===== src/rtl/ptw_pkg.sv =====
package ptw_pkg;
  localparam int ADDR_W   = 32;
  localparam int OFF_W    = 12;
  localparam int IDX_W    = 10;
  localparam int FRAME_W  = ADDR_W - OFF_W;
  localparam int LG_OFF_W = OFF_W + IDX_W;
  localparam int ENT_SH   = OFF_W - IDX_W;  // log2 of entry size in bytes
  localparam int FLAG_W   = OFF_W;

  localparam int FB_P  = 0;
  localparam int FB_RW = 1;
  localparam int FB_US = 2;
  localparam int FB_PS = 7;

  typedef enum logic [1:0] {
    CAUSE_NONE = 2'd0,
    CAUSE_NP   = 2'd1,
    CAUSE_PROT = 2'd2
  } cause_e;

  typedef enum logic [2:0] {
    ST_IDLE,
    ST_PDE,
    ST_PTE,
    ST_DONE,
    ST_FAULT
  } state_e;
endpackage


===== src/rtl/ptw_check.sv =====
module ptw_check
  import ptw_pkg::*;
(
  input  logic   [2:0] flags_i,   // {user, writable, present}
  input  logic         up_us_i,
  input  logic         up_rw_i,
  input  logic         user_i,
  input  logic         write_i,
  output logic         us_eff_o,
  output logic         rw_eff_o,
  output cause_e       cause_o
);
  always_comb begin
    us_eff_o = flags_i[FB_US] & up_us_i;
    rw_eff_o = flags_i[FB_RW] & up_rw_i;
    if (!flags_i[FB_P])
      cause_o = CAUSE_NP;
    else if (user_i && (!us_eff_o || (write_i && !rw_eff_o)))
      cause_o = CAUSE_PROT;
    else
      cause_o = CAUSE_NONE;
  end
endmodule


===== src/rtl/ptw_addr.sv =====
module ptw_addr
  import ptw_pkg::*;
(
  input  logic [FRAME_W-1:0] root_i,
  input  logic [ADDR_W-1:0]  va_i,
  input  logic [FRAME_W-1:0] pde_frame_i,
  input  logic [FRAME_W-1:0] pte_frame_i,
  input  logic               sel_pte_i,
  input  logic               large_i,
  output logic [ADDR_W-1:0]  ent_addr_o,
  output logic [ADDR_W-1:0]  paddr_o
);
  always_comb begin
    if (sel_pte_i)
      ent_addr_o = {pde_frame_i, va_i[LG_OFF_W-1:OFF_W], {ENT_SH{1'b0}}};
    else
      ent_addr_o = {root_i, va_i[ADDR_W-1:LG_OFF_W], {ENT_SH{1'b0}}};
    if (large_i)
      paddr_o = {pde_frame_i[FRAME_W-1:IDX_W], va_i[LG_OFF_W-1:0]};
    else
      paddr_o = {pte_frame_i, va_i[OFF_W-1:0]};
  end
endmodule


===== src/rtl/ptw_walker.sv =====
module ptw_walker
  import ptw_pkg::*;
(
  input  logic               clk_i,
  input  logic               rst_ni,
  input  logic               req_valid_i,
  output logic               req_ready_o,
  input  logic [ADDR_W-1:0]  req_vaddr_i,
  input  logic               req_write_i,
  input  logic               req_user_i,
  input  logic [FRAME_W-1:0] req_root_i,
  output logic               mem_req_o,
  input  logic               mem_gnt_i,
  output logic [ADDR_W-1:0]  mem_addr_o,
  input  logic               mem_rvalid_i,
  input  logic [ADDR_W-1:0]  mem_rdata_i,
  output logic               rsp_valid_o,
  output logic               rsp_fault_o,
  output logic [1:0]         rsp_cause_o,
  output logic [ADDR_W-1:0]  rsp_paddr_o,
  output logic [FLAG_W-1:0]  rsp_flags_o
);
  state_e             state_q;
  logic               issued_q;
  logic [ADDR_W-1:0]  va_q;
  logic               wr_q, usr_q;
  logic [FRAME_W-1:0] root_q;
  logic [FRAME_W-1:0] pde_frame_q;
  logic               pde_us_q, pde_rw_q;
  logic [ADDR_W-1:0]  ent_q;
  logic               large_q;
  cause_e             cause_q;

  logic   at_pte, rd_done, us_eff, rw_eff;
  cause_e chk_cause;

  assign at_pte  = (state_q == ST_PTE);
  assign rd_done = issued_q && mem_rvalid_i;

  // Same checker serves both levels; directory level inherits full rights.
  ptw_check u_check (
    .flags_i  (mem_rdata_i[2:0]),
    .up_us_i  (at_pte ? pde_us_q : 1'b1),
    .up_rw_i  (at_pte ? pde_rw_q : 1'b1),
    .user_i   (usr_q),
    .write_i  (wr_q),
    .us_eff_o (us_eff),
    .rw_eff_o (rw_eff),
    .cause_o  (chk_cause)
  );

  ptw_addr u_addr (
    .root_i      (root_q),
    .va_i        (va_q),
    .pde_frame_i (pde_frame_q),
    .pte_frame_i (ent_q[ADDR_W-1:OFF_W]),
    .sel_pte_i   (at_pte),
    .large_i     (large_q),
    .ent_addr_o  (mem_addr_o),
    .paddr_o     (rsp_paddr_o)
  );

  assign req_ready_o = (state_q == ST_IDLE);
  assign mem_req_o   = (state_q == ST_PDE || state_q == ST_PTE) && !issued_q;
  assign rsp_valid_o = (state_q == ST_DONE) || (state_q == ST_FAULT);
  assign rsp_fault_o = (state_q == ST_FAULT);
  assign rsp_cause_o = cause_q;
  assign rsp_flags_o = ent_q[FLAG_W-1:0];

  always_ff @(posedge clk_i or negedge rst_ni) begin
    if (!rst_ni) begin
      state_q     <= ST_IDLE;
      issued_q    <= 1'b0;
      va_q        <= '0;
      wr_q        <= 1'b0;
      usr_q       <= 1'b0;
      root_q      <= '0;
      pde_frame_q <= '0;
      pde_us_q    <= 1'b0;
      pde_rw_q    <= 1'b0;
      ent_q       <= '0;
      large_q     <= 1'b0;
      cause_q     <= CAUSE_NONE;
    end else begin
      if (mem_req_o && mem_gnt_i) issued_q <= 1'b1;
      unique case (state_q)
        ST_IDLE: if (req_valid_i) begin
          va_q     <= req_vaddr_i;
          wr_q     <= req_write_i;
          usr_q    <= req_user_i;
          root_q   <= req_root_i;
          large_q  <= 1'b0;
          cause_q  <= CAUSE_NONE;
          issued_q <= 1'b0;
          state_q  <= ST_PDE;
        end
        ST_PDE: if (rd_done) begin
          issued_q    <= 1'b0;
          ent_q       <= mem_rdata_i;
          pde_frame_q <= mem_rdata_i[ADDR_W-1:OFF_W];
          pde_us_q    <= us_eff;
          pde_rw_q    <= rw_eff;
          if (chk_cause != CAUSE_NONE) begin
            cause_q <= chk_cause;
            state_q <= ST_FAULT;
          end else if (mem_rdata_i[FB_PS]) begin
            large_q <= 1'b1;
            state_q <= ST_DONE;
          end else begin
            state_q <= ST_PTE;
          end
        end
        ST_PTE: if (rd_done) begin
          issued_q <= 1'b0;
          ent_q    <= mem_rdata_i;
          cause_q  <= chk_cause;
          state_q  <= (chk_cause != CAUSE_NONE) ? ST_FAULT : ST_DONE;
        end
        default: state_q <= ST_IDLE;
      endcase
    end
  end

  a_r10_req_hold: assert property (@(posedge clk_i) disable iff (!rst_ni)
    mem_req_o && !mem_gnt_i |=> mem_req_o && $stable(mem_addr_o));
  a_r10_rsp_pulse: assert property (@(posedge clk_i) disable iff (!rst_ni)
    rsp_valid_o |=> !rsp_valid_o);
  a_r10_busy_not_ready: assert property (@(posedge clk_i) disable iff (!rst_ni)
    mem_req_o |-> !req_ready_o);
  a_r8_sup_no_prot: assert property (@(posedge clk_i) disable iff (!rst_ni)
    rsp_valid_o && !usr_q |-> rsp_cause_o != CAUSE_PROT);
  a_r5_fault_has_cause: assert property (@(posedge clk_i) disable iff (!rst_ni)
    rsp_valid_o |-> rsp_fault_o == (rsp_cause_o != CAUSE_NONE));
  a_r4_large_offset: assert property (@(posedge clk_i) disable iff (!rst_ni)
    rsp_valid_o && !rsp_fault_o && large_q |-> rsp_paddr_o[LG_OFF_W-1:0] == va_q[LG_OFF_W-1:0]);
  a_r3_small_offset: assert property (@(posedge clk_i) disable iff (!rst_ni)
    rsp_valid_o && !rsp_fault_o && !large_q |-> rsp_paddr_o[OFF_W-1:0] == va_q[OFF_W-1:0]);
endmodule


===== config.mk =====
export PLATFORM = sky130hd
export DESIGN_NAME = ptw_walker
export DESIGN_NICKNAME = d
export VERILOG_FILES = /design/src/rtl/ptw_pkg.sv /design/src/rtl/ptw_check.sv /design/src/rtl/ptw_addr.sv /design/src/rtl/ptw_walker.sv
export SDC_FILE = /design/constraint.sdc
export NUM_CORES = 1
export LEC_CHECK = 0
export ABC_CLOCK_PERIOD_IN_PS = 4250
export BUFFER_PORTS_ARGS = -buffer_cell sky130_fd_sc_hd__buf_2
export CAP_MARGIN = 0
export CORE_MARGIN = 2
export CORE_UTILIZATION = 57
export CTS_BUF_LIST = sky130_fd_sc_hd__clkbuf_4 sky130_fd_sc_hd__clkbuf_8
export DETAILED_ROUTE_END_ITERATION = 6
export PLACE_DENSITY = 0.92
export SYNTH_ARGS = -nofsm -noshare
export SYNTH_HDL_FRONTEND = slang
export SYNTH_SLANG_ARGS = --single-unit

===== constraint.sdc =====
create_clock -name clk_i -period 4.25 [get_ports clk_i]
set_input_delay 0.6375 -clock clk_i [delete_from_list [all_inputs] [get_ports clk_i]]
set_output_delay 0.6375 -clock clk_i [all_outputs]
set_load 0.02 [all_outputs]

==> results by group <==
Die
  – Core ar.: 0.009153 sq mm
  – Full die area: 0.01010 sq mm
  – Ports: 173
  – Core Rows: 35
  – Die Wd: 100.5 um
  – Starting density of the core: 57.98%
  – Die span in y: 100.5 um

STA
  – Minimum clock period: 2895 ps
  – Final setup fails: 0
  – Unrepaired setup endpoints after global routing: no
  – Highest clock rate: 345.4 MHz
  – Least-Margin Pin Slew: 1032 ps
  – Fin Setup TNS: 0 ps
  – Final Skew: 12.59 ps
  – WHS: 189.8 ps
  – Fin. max-slew vios: 0
  – Hold Violations, Final: 0
  – Final WS setup: 1355 ps
  – Fin crit share: 68.11%
  – Slew headroom: 31.19%

Setup path
  – Worst setup path start: state_q[1]
  – Worst Setup End Kind: output pin
  – Crit path launch type: flip-flop
  – Crit path required time: 3610 ps
  – Arr. time, crit path: 2260 ps
  – Crit Path Category: flip-flop to output pin
  – Worst r2r src: state_q[0]
  – Max FO, Critical Path: 31

Place
  – DP Wirelength: 7982 um
  – Gpl congestion: 0.8445
  – Pre-CTS setup slack: 1627 ps
  – I/O Buffers: 170
  – Post-DP Area: 0.006022 sq mm

Global route
  – Met1 Track Usage GR: 27.37%
  – Routing usage on met3: 7.767%
  – First-pass GRT wire length: 18120 um
  – Busiest layer in global routing: met2
  – Largest net degree at the start of global routing: 46
  – GRT Util Overall: 23.57%
  – Vias in the first global route: 3728
  – Initial antenna violation count: 0
  – Grt ovf: 0
  – Routing usage on met2: 40.63%

Run status
  – Outcome: finished clean

Yosys
  – Mapped cell area: 0.005306 sq mm
  – Syn. warnings: 0
  – Cells after Synth: 364
  – Async set-reset flop share out of synthesis: 100.0%
  – Syn avg cell area: 14.58 sq um
  – Number of enable flip-flop cells after synthesis: 0
  – Netlist cell types: 36
  – Sequential fraction of the synthesis area: 54.23%
  – Main synth FF type: dfrtp_1
  – FF+latch count, synth: 115

CTS
  – Htree depth: 4
  – CTS tree: built
  – CTS max path bufs: 2
  – Clock sink count: 115
  – Cts repair resizes: 0
  – CTS Root Buffer Type: clkbuf_8
  – Post-CTS setup buffers: 0
  – Worst-skew pair later-pin latency: 410 ps
  – Hold Buf Count CTS: 0
  – Clk slew on worst S/H paths: 70 ps
  – Number of CTS-inserted buffers: 17

Detailed routing
  – First drt pass iteration count: 4
  – Routed Antenna Nets: 0
  – Avg Vias per Cell: 5.444
  – Post-route DRC: 0
  – DRT Wirelength: 11450 um
  – Vias: 3479
  – Wire per inst: 17.92 um
  – Drt initial violations: 81

Final layout
  – Layout cells sized above 1: 68.94%
  – Post-route cell area: 0.006380 sq mm
  – Antenna diodes: 0
  – Area Growth Syn to Fin: 20.23%
  – Final #Nets: 606

Pwr
  – Peak VDD IR: 421.1 uV
  – LEAKAGE: 0.002980 uW
  – Pwr Total: 5206 uW
  – Pwr Density: 815.9 mW/mm^2

Run
  – Maximum Capacitance Violations: 0

Worst hold path
  – Hold Path Class: input port to asynchronous set/reset pin
## stage by stage
stage,std cells,util (%)
global placement,607,65.80
finish,639,69.71
detailed placement,607,65.80
global route,639,69.71
CTS,639,69.71
floorplan,365,-
## worst max-delay path, stage by stage (launching register included)
cell and delay, ps:
dfrtp_1 500, inv_1 170, nor3_2 190, buf_4 420, mux2_2 400, buf_2 160
## cells in the final DEF, fill, tap and decap left out, types with 3 or more instances in the layout
| cell | n |
|---|---|
| buf_2 | 169 |
| mux2_2 | 149 |
| dfrtp_1 | 115 |
| clkbuf_8 | 18 |
| mux2_1 | 8 |
| clkinv_2 | 7 |
| buf_4 | 7 |
| nor3_1 | 4 |
| inv_1 | 3 |
| nand3_1 | 3 |
| clkbuf_4 | 3 |
| clkinvlp_4 | 3 |
## power by group
part           switching [uW]  internal, uW  total [uW]
registers                 355          1640        2000
logic                    1180          1100        2290
clock network             428           489         917
total                    1970          3240        5210
## Yosys cell counts, drive strengths merged (2+ instances only)
cell type	number	area share, %
nor4	2	0.24
a221o	2	0.38
nand3	3	0.28
nor3	6	0.78
nand2	3	0.26
nand2b	2	0.24
clkbuf	2	0.14
buf	43	6.1
inv	3	0.21
and2	2	0.24
dfrtp	115	54
mux2	157	33
o21ai	2	0.19
and3	2	0.24
a21oi	2	0.19
o21a	2	0.28
nor3b	2	0.28
## path summary, 6_finish.rpt
path | to | depth (start not counted) | slack, ps
worst max-delay path | mem_addr_o[19] | 5 | 1360
worst max register to register | va_q[21] | 4 | 1650
min in group clk_i | va_q[10] | 2 | 450
worst min-delay path | va_q[0] | 1 | 190
max in group asynchronous | state_q[0] | 2 | 3090
worst min register to register | ent_q[29] | 1 | 490
## flip-flops by register name, summed over array words and instances (netlist names)
signal	count
ent_q	32
va_q	32
pde_frame_q	20
root_q	20
state_q	3
rsp_cause_o	2
issued_q	1
large_q	1
pde_rw_q	1
pde_us_q	1
usr_q	1
wr_q	1
## cell families after synthesis
kind of cell | count (synthesis) | synth area share, %
DFF | 115 | 54.23
and+or+nand+nor | 25 | 2.971
AOI/OAI and AO/OA | 17 | 2.783
other | 1 | 0.07067
muxes | 157 | 33.32
xor gates and xnor gates | 1 | 0.1651
buffers and inverters | 48 | 6.461
## metal layers
layer / part of all wire [%] / up-vias
li1: - / 1581
met2: 52 / 124
met4: 0.67 / 0
met1: 41 / 1768
met5: 0 / -
met3: 6.4 / 6
## area by class of cell
type,count,area (sq um)
multi-input cells,202,2096
inverters,3,11.26
well taps,111,138.9
clock inverters,11,87.58
fillers,672,2773
repair buffers,176,898.4
clock buffers,21,270.3
flip-flops and latches,115,2878
Power figures use the tool's default switching activity.
